--- config.mk ---
export PLATFORM = sky130hd
export DESIGN_NAME = irq_presenter
export DESIGN_NICKNAME = d
export VERILOG_FILES = /design/src/rtl/presenter_pkg.sv /design/src/rtl/prio_scan.sv /design/src/rtl/src_table.sv /design/src/rtl/irq_presenter.sv
export SDC_FILE = /design/constraint.sdc
export NUM_CORES = 2
export LEC_CHECK = 0
export BUFFER_PORTS_ARGS = -buffer_cell sky130_fd_sc_hd__buf_2
export CORE_MARGIN = 2
export CORE_UTILIZATION = 23
export DETAILED_ROUTE_END_ITERATION = 10
export MAX_ROUTING_LAYER = met4
export PLACE_DENSITY = 0.35
export SETUP_SLACK_MARGIN = 0.4
export SYNTH_ARGS = -nofsm -noshare
export SYNTH_HDL_FRONTEND = slang
export SYNTH_HIERARCHICAL = 1
export SYNTH_SLANG_ARGS = --single-unit
--- constraint.sdc ---
create_clock -name clk -period 368.5 [get_ports clk]
set_input_delay 55.275 -clock clk [delete_from_list [all_inputs] [get_ports clk]]
set_output_delay 55.275 -clock clk [all_outputs]
set_load 0.03 [all_outputs]
--- src/rtl/presenter_pkg.sv ---
// Shared types and reset constants for the interrupt presenter.
// Assumes priorities are 4 bits and vectors are 8 bits.
package presenter_pkg;
    typedef logic [3:0] prio_t;
    typedef logic [7:0] vec_t;

    localparam prio_t TP_RESET   = 4'hF;
    localparam vec_t  SPUR_RESET = 8'hFF;
endpackage

--- src/rtl/prio_scan.sv ---
// Combinational search for the highest-priority member of a bit-set.
// It scans upward from index 0 with a strict greater-than, so the lowest
// index wins a tie. found_o is 0 for an empty set, and idx_o/prio_o are 0 then.
// Assumes N >= 2.
module prio_scan
    import presenter_pkg::*;
#(
    parameter int N = 32,
    localparam int IW = $clog2(N)
) (
    input  logic [N-1:0] set_i,
    input  prio_t        prio_i [N],
    output logic         found_o,
    output logic [IW-1:0] idx_o,
    output prio_t        prio_o
);
    // Linear strict-greater scan over all members.
    always_comb begin
        found_o = 1'b0;
        idx_o   = '0;
        prio_o  = '0;
        for (int i = 0; i < N; i++) begin
            if (set_i[i] && (!found_o || (prio_i[i] > prio_o))) begin
                found_o = 1'b1;
                idx_o   = IW'(i);
                prio_o  = prio_i[i];
            end
        end
    end
endmodule

--- src/rtl/src_table.sv ---
// Per-interrupt store of the priority and vector latched when a delivery
// is accepted. There is one write port and all entries are readable in parallel.
// Assumes wr_idx < N whenever wr_en is high.
module src_table
    import presenter_pkg::*;
#(
    parameter int N = 32,
    localparam int IW = $clog2(N)
) (
    input  logic          clk,
    input  logic          rst_n,
    input  logic          wr_en,
    input  logic [IW-1:0] wr_idx,
    input  prio_t         wr_prio,
    input  vec_t          wr_vec,
    output prio_t         prio_o [N],
    output vec_t          vec_o  [N]
);
    for (genvar g = 0; g < N; g++) begin : g_entry
        // One entry: cleared at reset, loaded when its index is written.
        always_ff @(posedge clk) begin
            if (!rst_n) begin
                prio_o[g] <= '0;
                vec_o[g]  <= '0;
            end else if (wr_en && (wr_idx == IW'(g))) begin
                prio_o[g] <= wr_prio;
                vec_o[g]  <= wr_vec;
            end
        end
    end
endmodule

--- src/rtl/irq_presenter.sv ---
// One processor's interrupt presenter: a pending set, an in-service set,
// a task-priority threshold, a spurious vector and the interrupt line.
// Events in one cycle are applied in this order: acknowledge, then
// end-of-interrupt, then delivery. Each delivery is judged against the sets
// as already changed by the other two.
// Assumes single-cycle strobes from a decoder upstream.
module irq_presenter
    import presenter_pkg::*;
#(
    parameter int NUM_SRC = 32,
    localparam int IDX_W = $clog2(NUM_SRC)
) (
    input  logic             clk,
    input  logic             rst_n,
    input  logic             req_valid,
    input  logic [IDX_W-1:0] req_irq,
    input  logic [3:0]       req_prio,
    input  logic [7:0]       req_vec,
    output logic             req_accept,
    input  logic             tp_wr,
    input  logic [3:0]       tp_wdata,
    input  logic             spur_wr,
    input  logic [7:0]       spur_wdata,
    input  logic             ack_rd,
    output logic [7:0]       ack_vec,
    input  logic             eoi_wr,
    output logic             irq_out
);
    localparam logic [NUM_SRC-1:0] ONE = {{(NUM_SRC-1){1'b0}}, 1'b1};

    logic [NUM_SRC-1:0] raised_q, serv_q;
    prio_t              tp_q;
    vec_t               spur_q, ack_vec_q;
    logic               irq_q;

    prio_t prio_tab [NUM_SRC];
    vec_t  vec_tab  [NUM_SRC];

    // Search results: r0 on stored pending, s1 after ack, s2 after eoi, r1 after ack.
    logic             r0_found, s1_found, s2_found, r1_found;
    logic [IDX_W-1:0] r0_idx, s1_idx, s2_idx, r1_idx;
    prio_t            r0_prio, s1_prio, s2_prio, r1_prio;

    logic [NUM_SRC-1:0] raised1, serv1, serv2, raised_d;
    logic               req_in_range, req_hit, accept, deliv_raise, eoi_raise, irq_d;
    logic               scan_unused;

    src_table #(.N(NUM_SRC)) u_table (
        .clk     (clk),
        .rst_n   (rst_n),
        .wr_en   (accept),
        .wr_idx  (req_irq),
        .wr_prio (req_prio),
        .wr_vec  (req_vec),
        .prio_o  (prio_tab),
        .vec_o   (vec_tab)
    );

    prio_scan #(.N(NUM_SRC)) u_scan_r0 (
        .set_i(raised_q), .prio_i(prio_tab), .found_o(r0_found), .idx_o(r0_idx), .prio_o(r0_prio));

    // Acknowledge step: move the best pending entry into service.
    always_comb begin
        raised1 = raised_q;
        serv1   = serv_q;
        if (ack_rd && r0_found) begin
            raised1 = raised_q & ~(ONE << r0_idx);
            serv1   = serv_q   |  (ONE << r0_idx);
        end
    end

    prio_scan #(.N(NUM_SRC)) u_scan_s1 (
        .set_i(serv1), .prio_i(prio_tab), .found_o(s1_found), .idx_o(s1_idx), .prio_o(s1_prio));

    // End-of-interrupt step: retire the best in-service entry.
    always_comb begin
        serv2 = serv1;
        if (eoi_wr && s1_found) begin
            serv2 = serv1 & ~(ONE << s1_idx);
        end
    end

    prio_scan #(.N(NUM_SRC)) u_scan_s2 (
        .set_i(serv2), .prio_i(prio_tab), .found_o(s2_found), .idx_o(s2_idx), .prio_o(s2_prio));

    prio_scan #(.N(NUM_SRC)) u_scan_r1 (
        .set_i(raised1), .prio_i(prio_tab), .found_o(r1_found), .idx_o(r1_idx), .prio_o(r1_prio));

    assign scan_unused = ^{r0_prio, s1_prio, s2_idx, r1_idx};

    // Delivery step: threshold, duplicate and masking checks against post-ack/eoi sets.
    always_comb begin
        req_in_range = ({1'b0, req_irq} < (IDX_W + 1)'(NUM_SRC));
        req_hit      = req_in_range && raised1[req_irq];
        accept       = req_valid && req_in_range && (req_prio > tp_q) && !req_hit;
        deliv_raise  = accept
                     && !(r1_found && (req_prio < r1_prio))
                     && !(s2_found && (req_prio < s2_prio));
        eoi_raise    = eoi_wr && r1_found && (!s2_found || (r1_prio > s2_prio));
        raised_d     = accept ? (raised1 | (ONE << req_irq)) : raised1;
        irq_d        = ack_rd ? 1'b0 : irq_q;
        if (eoi_raise || deliv_raise) begin
            irq_d = 1'b1;
        end
    end

    // State update for sets, line, threshold, spurious vector and ack result.
    always_ff @(posedge clk) begin
        if (!rst_n) begin
            raised_q  <= '0;
            serv_q    <= '0;
            irq_q     <= 1'b0;
            tp_q      <= TP_RESET;
            spur_q    <= SPUR_RESET;
            ack_vec_q <= '0;
        end else begin
            raised_q <= raised_d;
            serv_q   <= serv2;
            irq_q    <= irq_d;
            if (tp_wr) tp_q <= tp_wdata;
            if (spur_wr) spur_q <= spur_wdata;
            if (ack_rd) ack_vec_q <= r0_found ? vec_tab[r0_idx] : spur_q;
        end
    end

    assign req_accept = accept;
    assign ack_vec    = ack_vec_q;
    assign irq_out    = irq_q;

    AST_LOW_PRIO_REJECT: assert property (@(posedge clk) disable iff (!rst_n)
        (req_valid && (req_prio <= tp_q)) |-> !req_accept);
    AST_DUP_DROP: assert property (@(posedge clk) disable iff (!rst_n)
        (req_valid && !ack_rd && raised_q[req_irq]) |-> !req_accept);
    AST_ACCEPT_RAISES: assert property (@(posedge clk) disable iff (!rst_n)
        req_accept |=> raised_q[$past(req_irq)]);
    AST_RISE_NEEDS_PENDING: assert property (@(posedge clk) disable iff (!rst_n)
        $rose(irq_out) |-> (raised_q != '0));
    AST_ACK_LOWERS: assert property (@(posedge clk) disable iff (!rst_n)
        (ack_rd && !req_valid && !eoi_wr) |=> !irq_out);
    AST_EOI_RETIRES_ONE: assert property (@(posedge clk) disable iff (!rst_n)
        (eoi_wr && !ack_rd && (serv_q != '0)) |=>
        ($countones(serv_q) == $countones($past(serv_q)) - 1));
endmodule

## Word level (Yosys, flattened, before mapping)

Cells that the tools add are included.

- Word-level logic and storage cells: 991
- Flip-flop bits (word level): 469
- Output and inout bits: 10
- Bits of input ports: 36

- Mux-type cells: 328
- Shift-type cells: 3
- Equality and inequality tests: 31
- Order comparisons: 130
- Reductions and logical operators: 422
- Bitwise operators: 7

Operators with widths:

| operator | count |
|---|---|
| $mux W4 | 142 |
| $gt A4 B4 Y1 | 126 |
| $logic_and A1 B1 Y1 | 166 |
| $mux W5 | 32 |
| $mux W1 | 133 |
| $logic_not A1 Y1 | 128 |
| $mux W32 | 4 |
| $logic_or A1 B1 Y1 | 126 |
| $shl A1 B5 Y32 const A | 3 |
| $eq A5 B5 Y1 const B | 16 |
| $and A32 B32 Y32 | 2 |
| $not A32 Y32 | 2 |
| $or A32 B32 Y32 | 2 |
| $bmux W8 S5 | 1 |
| $eq A5 B4 Y1 const B | 8 |
| $mux W3 | 8 |
| $mux W8 | 3 |
| $eq A5 B3 Y1 const B | 4 |
| $eq A5 B2 Y1 const B | 2 |
| $lt A4 B4 Y1 | 2 |
| $mux W2 | 4 |
| $ge A6 B6 Y1 const B | 1 |
| $lt A5 B6 Y1 const B | 1 |
| $not A5 Y6 | 1 |
| 4 further kinds | 4 |

## Depth between registers and ports, before layout

- Depth after elaboration: 388
- Gate-level depth with buffers: 845
- Gate-level depth less buffers: 820

## Modules after synthesis

The synthesis kept the hierarchy.

By module, submodules not included:

| module | area each (sq um) | times used | sequential area each (sq um) | cells an instance |
|---|---|---|---|---|
| prio_scan (u_scan_s1 ...) | 7154.4 | 2 | 0.0 | 1065 |
| src_table | 13772.0 | 1 | 7687.4 | 1327 |
| prio_scan (u_scan_r1) | 6927.9 | 1 | 0.0 | 1011 |
| prio_scan (u_scan_r0) | 6834.1 | 1 | 0.0 | 1010 |
| irq_presenter | 6568.8 | 1 | 1701.6 | 652 |

## Least setup slack after synthesis

OpenSTA, ideal clock, no wires.

- Path kind: input -> register
- Start: input ack_rd
- End: register irq_q (netlist: irq_out)
- Stages on the path: 512
- Path slack: 217277 ps
- Data required time: 368380 ps
- Arrival: 151103 ps
- Setup time: 120 ps
- Path buffers: 17
- Cell sequence: buf_2 -> or4b_1 -> buf_2 -> o21bai_1 -> buf_6 -> nand2_1 -> ha_1 -> a211oi_2 -> a21o_1 -> mux2i_1 -> inv_1 -> ha_1 -> nor2b_1 -> o211ai_1 -> a31oi_1 -> o21ai_0 -> ha_1 -> nor2b_1 -> [... 476 more ...] -> nor2b_1 -> o21ai_0 -> nand2b_1 -> a21oi_1 -> a41oi_1 -> o21ai_0 -> clkbuf_1 -> nand3_1 -> o21a_1 -> inv_1 -> ha_1 -> nor2b_1 -> o21ai_0 -> nand2b_1 -> a21oi_1 -> o21ai_0 -> a32oi_1 -> o2bb2ai_1

- Word-level cells in the longest chain between the ends: 262
- Elaborated cells between the ends (all ways): 622
- Those cells by class: order compare (96); shift (1); mux (228); bitwise (2); reduce/logical (295)

Ends and longest elaborated chain:

| element | RTL line | source |
|---|---|---|
| from (decl) | irq_presenter.sv:24 | `input logic ack_rd,` |
| $logic_and A1 B1 Y1 (*) | irq_presenter.sv:66 | `if (ack_rd && r0_found) begin` |
| $mux W32 (*) | irq_presenter.sv:66 |  |
| via serv1[0] | irq_presenter.sv:44 | `logic [NUM_SRC-1:0] raised1, serv1, serv2, raised_d;` |
| $mux W4 / $mux W1 (equally long branches) | prio_scan.sv:23 | `if (set_i[i] && (!found_o \|\| (prio_i[i] > prio_o))) begin` |
| $gt A4 B4 Y1 / $logic_not A1 Y1 (equally long branches) | prio_scan.sv:23 |  |
| $logic_or A1 B1 Y1 | prio_scan.sv:23 |  |
| $logic_and A1 B1 Y1 | prio_scan.sv:23 |  |
| $mux W4 / $mux W1 (equally long branches) | prio_scan.sv:23 |  |
| [... 120 more ...] | -- |  |
| via s1_idx[4] | irq_presenter.sv:41 | `logic [IDX_W-1:0] r0_idx, s1_idx, s2_idx, r1_idx;` |
| [... 4 more ...] | -- |  |
| via serv2[0] | irq_presenter.sv:44 |  |
| [... 124 more ...] | -- |  |
| $mux W4 (*) | prio_scan.sv:23 |  |
| via s2_prio[1] | irq_presenter.sv:42 | `prio_t r0_prio, s1_prio, s2_prio, r1_prio;` |
| $lt A4 B4 Y1 | irq_presenter.sv:98 | `&& !(s2_found && (req_prio < s2_prio));` |
| $logic_and A1 B1 Y1 | irq_presenter.sv:98 |  |
| $logic_not A1 Y1 | irq_presenter.sv:98 |  |
| $logic_and A1 B1 Y1 | irq_presenter.sv:98 |  |
| $logic_or A1 B1 Y1 (*) | irq_presenter.sv:102 | `if (eoi_raise \|\| deliv_raise) begin` |
| $mux W1 / $reduce_bool A2 Y1 (equally long branches) | -- |  |
| to (signal assigned) | irq_presenter.sv:119 | `irq_q <= irq_d;` |
| to (decl) | irq_presenter.sv:34 | `logic irq_q;` |

Mark *: on every way through the listed nets, which the timed path passes. The rest lies on a longest branch. The select of a mux whose other input is x is not followed.
A chain may end at the register's enable or synchronous reset.

==> results.yml <==
floorplanning:
  core_area_um2: 207000
  io_pins: 46
  rows: 167
  die_x_um: 459
  initial_core_util: 0.231
  die_h_um: 459
  die-area_um2: 211000
critical_path:
  cp_slowest_cell: "a2111oi_1"
  crit_arrival_ps: 169580
  reg2reg_slack_ps: 199420
  cp_common_cell: "ha_1"
  critPathCaptureType: "register"
  start_kind: "register"
  path_max_fanout: 17
  reg2reg_to: "irq_out"
  setup.worst_path.start: "raised_q[0]"
  crit_type: "register to register"
  slowest_delay_ps: 1010
  r2r-start: "raised_q[0]"
  crit_required_ps: 369000
  ff2ff_path_depth: 732
cts:
  cts-buffers-inserted: 57
  clk_path_buf_depth: 3
  clk_root_buffer_cell: "clkbuf_16"
  cts_hold_buf: 0
  clock_sinks: 469
  cts.clk_slew.worst_paths_ps: 60
  htreeDepth: 2
  cts_resized: 0
  tritoncts: "done"
  cts_setup_buffers: 0
  clock_latency_ps: 690
route:
  vias_per_cell: 5.21
  drc: 0
  drtIter0Drc: 3210
  drt.antenna.violating_nets: 0
  drt_wl_total_um: 195000
  route.vias.total: 45749
  first_pass_iters: 6
  wl_per_cell_um: 22.2
power_and_ir_drop:
  switchingPower_mw: 0.0410
  power_frac_seq: 0.377
  p_int_mw: 0.0952
  power_frac_comb: 0.171
  power_density_nw_per_um2: 2.54
  sw_frac_of_total: 0.301
  p_clk_frac: 0.452
  ir_drop_mv: 0.00329
  p_leak_nw: 21.4
placement:
  dp_hpwl_um: 150000
  place_inst: 8675
  port_buffers: 45
  place.gp.congestion: 0.885
finish:
  fillers: 22430
  stdcell_count: 8780
  area_growth_pct: 12.2
  layout.nets: 6484
  drive_gt1_frac: 0.112
sta:
  worstMarginPinSlew_ps: 1220
  finalCritPeriodShare: 0.459
  setup_tns_ps: 0
  grt_setup_unrepaired: "no"
  period_needed_ps: 169080
  clock-skew-final_ps: 69.9
  max_slew_margin: 0.187
  hold_violations: 0
  drv_slew: 0
  max_freq_mhz: 5.91
  setup_violations: 0
global_route:
  grt_max_degree: 102
  grt_pass1_vias: 44282
  grt_first_pass_wirelength_um: 291000
  grt-ovfl-total: 0
  grt_use_total: 0.184
  antenna_found_initial: 7
run_status:
  outcome: "completed"
synth:
  synth_area_per_cell_um2: 7.96
  synth_area_um2: 47700
  syn_inst: 5995
  syn-num-nets: 6449
  yosysWarnings: 6
hold_path:
  hold_end: "u_table/vec_o[22]"
  hp-start: "u_table/vec_o[22]"
  hold_path_class: "register to register"
  whs_path_depth: 2
job:
  cap_viol_max_count: 0
## flip-flops by register name, indices dropped and copies added, names as in the netlist
name	cells
u_table/vec_o	256
u_table/prio_o	128
raised_q	32
serv_q	32
ack_vec	8
spur_q	8
tp_q	4
irq_out	1
## critical path, delay by kind of cell (launching register included)
kind                     cells  cell delay (ps)
AO/OA/AOI/OAI              426           103490
AND/OR/NAND/NOR            213            35290
adder cells (fa/ha/maj)    106            31990
multiplexers                30            11010
buffers and inverters       35             3090
flip-flops                   1              640
## stage by stage
stage	cell area [um2]	utilization	hold slack, ps	total power [mW]	setup WS, ps
2_1_floorplan	47700	-	432	0.0689	219010
3_3_place_gp	51500	0.249	439	0.0757	201950
3_5_place_dp	51500	0.249	444	0.0757	201130
4_1_cts	53600	0.259	455	0.138	200750
5_1_grt	53600	0.259	472	0.142	184790
6_report	53600	0.259	454	0.136	199420
## layout make-up
cell class                 instances  area [um2]  share of cell area
multi-input combinational       4833       35600               0.665
sequential                       469        9390               0.175
tap                             2704        3380              0.0632
inverter                         472        1770              0.0331
clock buffer                      79        1640              0.0306
timing repair buffer             197        1380              0.0257
clock inverter                    23         382             0.00712
antenna                            3        7.51            0.000140
## placed cells by master, fill, tap and decap left out, drive strengths merged, types with 26 or more instances in the layout
cell type  count
nor2         315
a211oi        66
mux2i        466
clkbuf        79
o21bai        38
or2           63
buf          197
a21boi        61
o21ai        318
a31o          29
o311ai        48
inv          468
nor4          26
mux2          55
a211o         26
nand2        768
nor2b        137
and3          44
mux4          81
nand2b        88
o311a         31
a41oi         30
or3           52
o31ai         76
nand3        163
a21oi        366
a21o          81
nor3          96
a31oi         94
dfxtp        469
o22ai         30
o211ai        81
ha           418
o21a          98
and2         122
nand4         53
## metal layers
layer | vias to the layer above | part of all wire | track usage
li1 | 22398 | - | -
met1 | 22305 | 0.49 | 0.251
met2 | 850 | 0.46 | 0.299
met3 | 196 | 0.028 | 0.0125
met4 | 0 | 0.018 | 0.0330
met5 | - | 0 | -
## power groups by stage
stage	Clock, mW	Sequential, mW	Combinational, mW
after floorplan	0	0.0527	0.0162
after global placement	0	0.0525	0.0232
after detailed placement	0	0.0525	0.0231
after CTS	0.0636	0.0514	0.0232
after global routing	0.0653	0.0514	0.0256
final	0.0615	0.0514	0.0233
## how the worst max path moves through the flow
stage          endpoint  slack (ps)  cells after the start
3_3_place_gp    irq_out      201950                    494
2_1_floorplan   irq_out      219010                    512
6_report        irq_out      199420                    810
5_1_grt         irq_out      184790                    808
4_1_cts         irq_out      200750                    809
3_5_place_dp    irq_out      201130                    492
No activity file was read; power rests on OpenSTA's default activity.
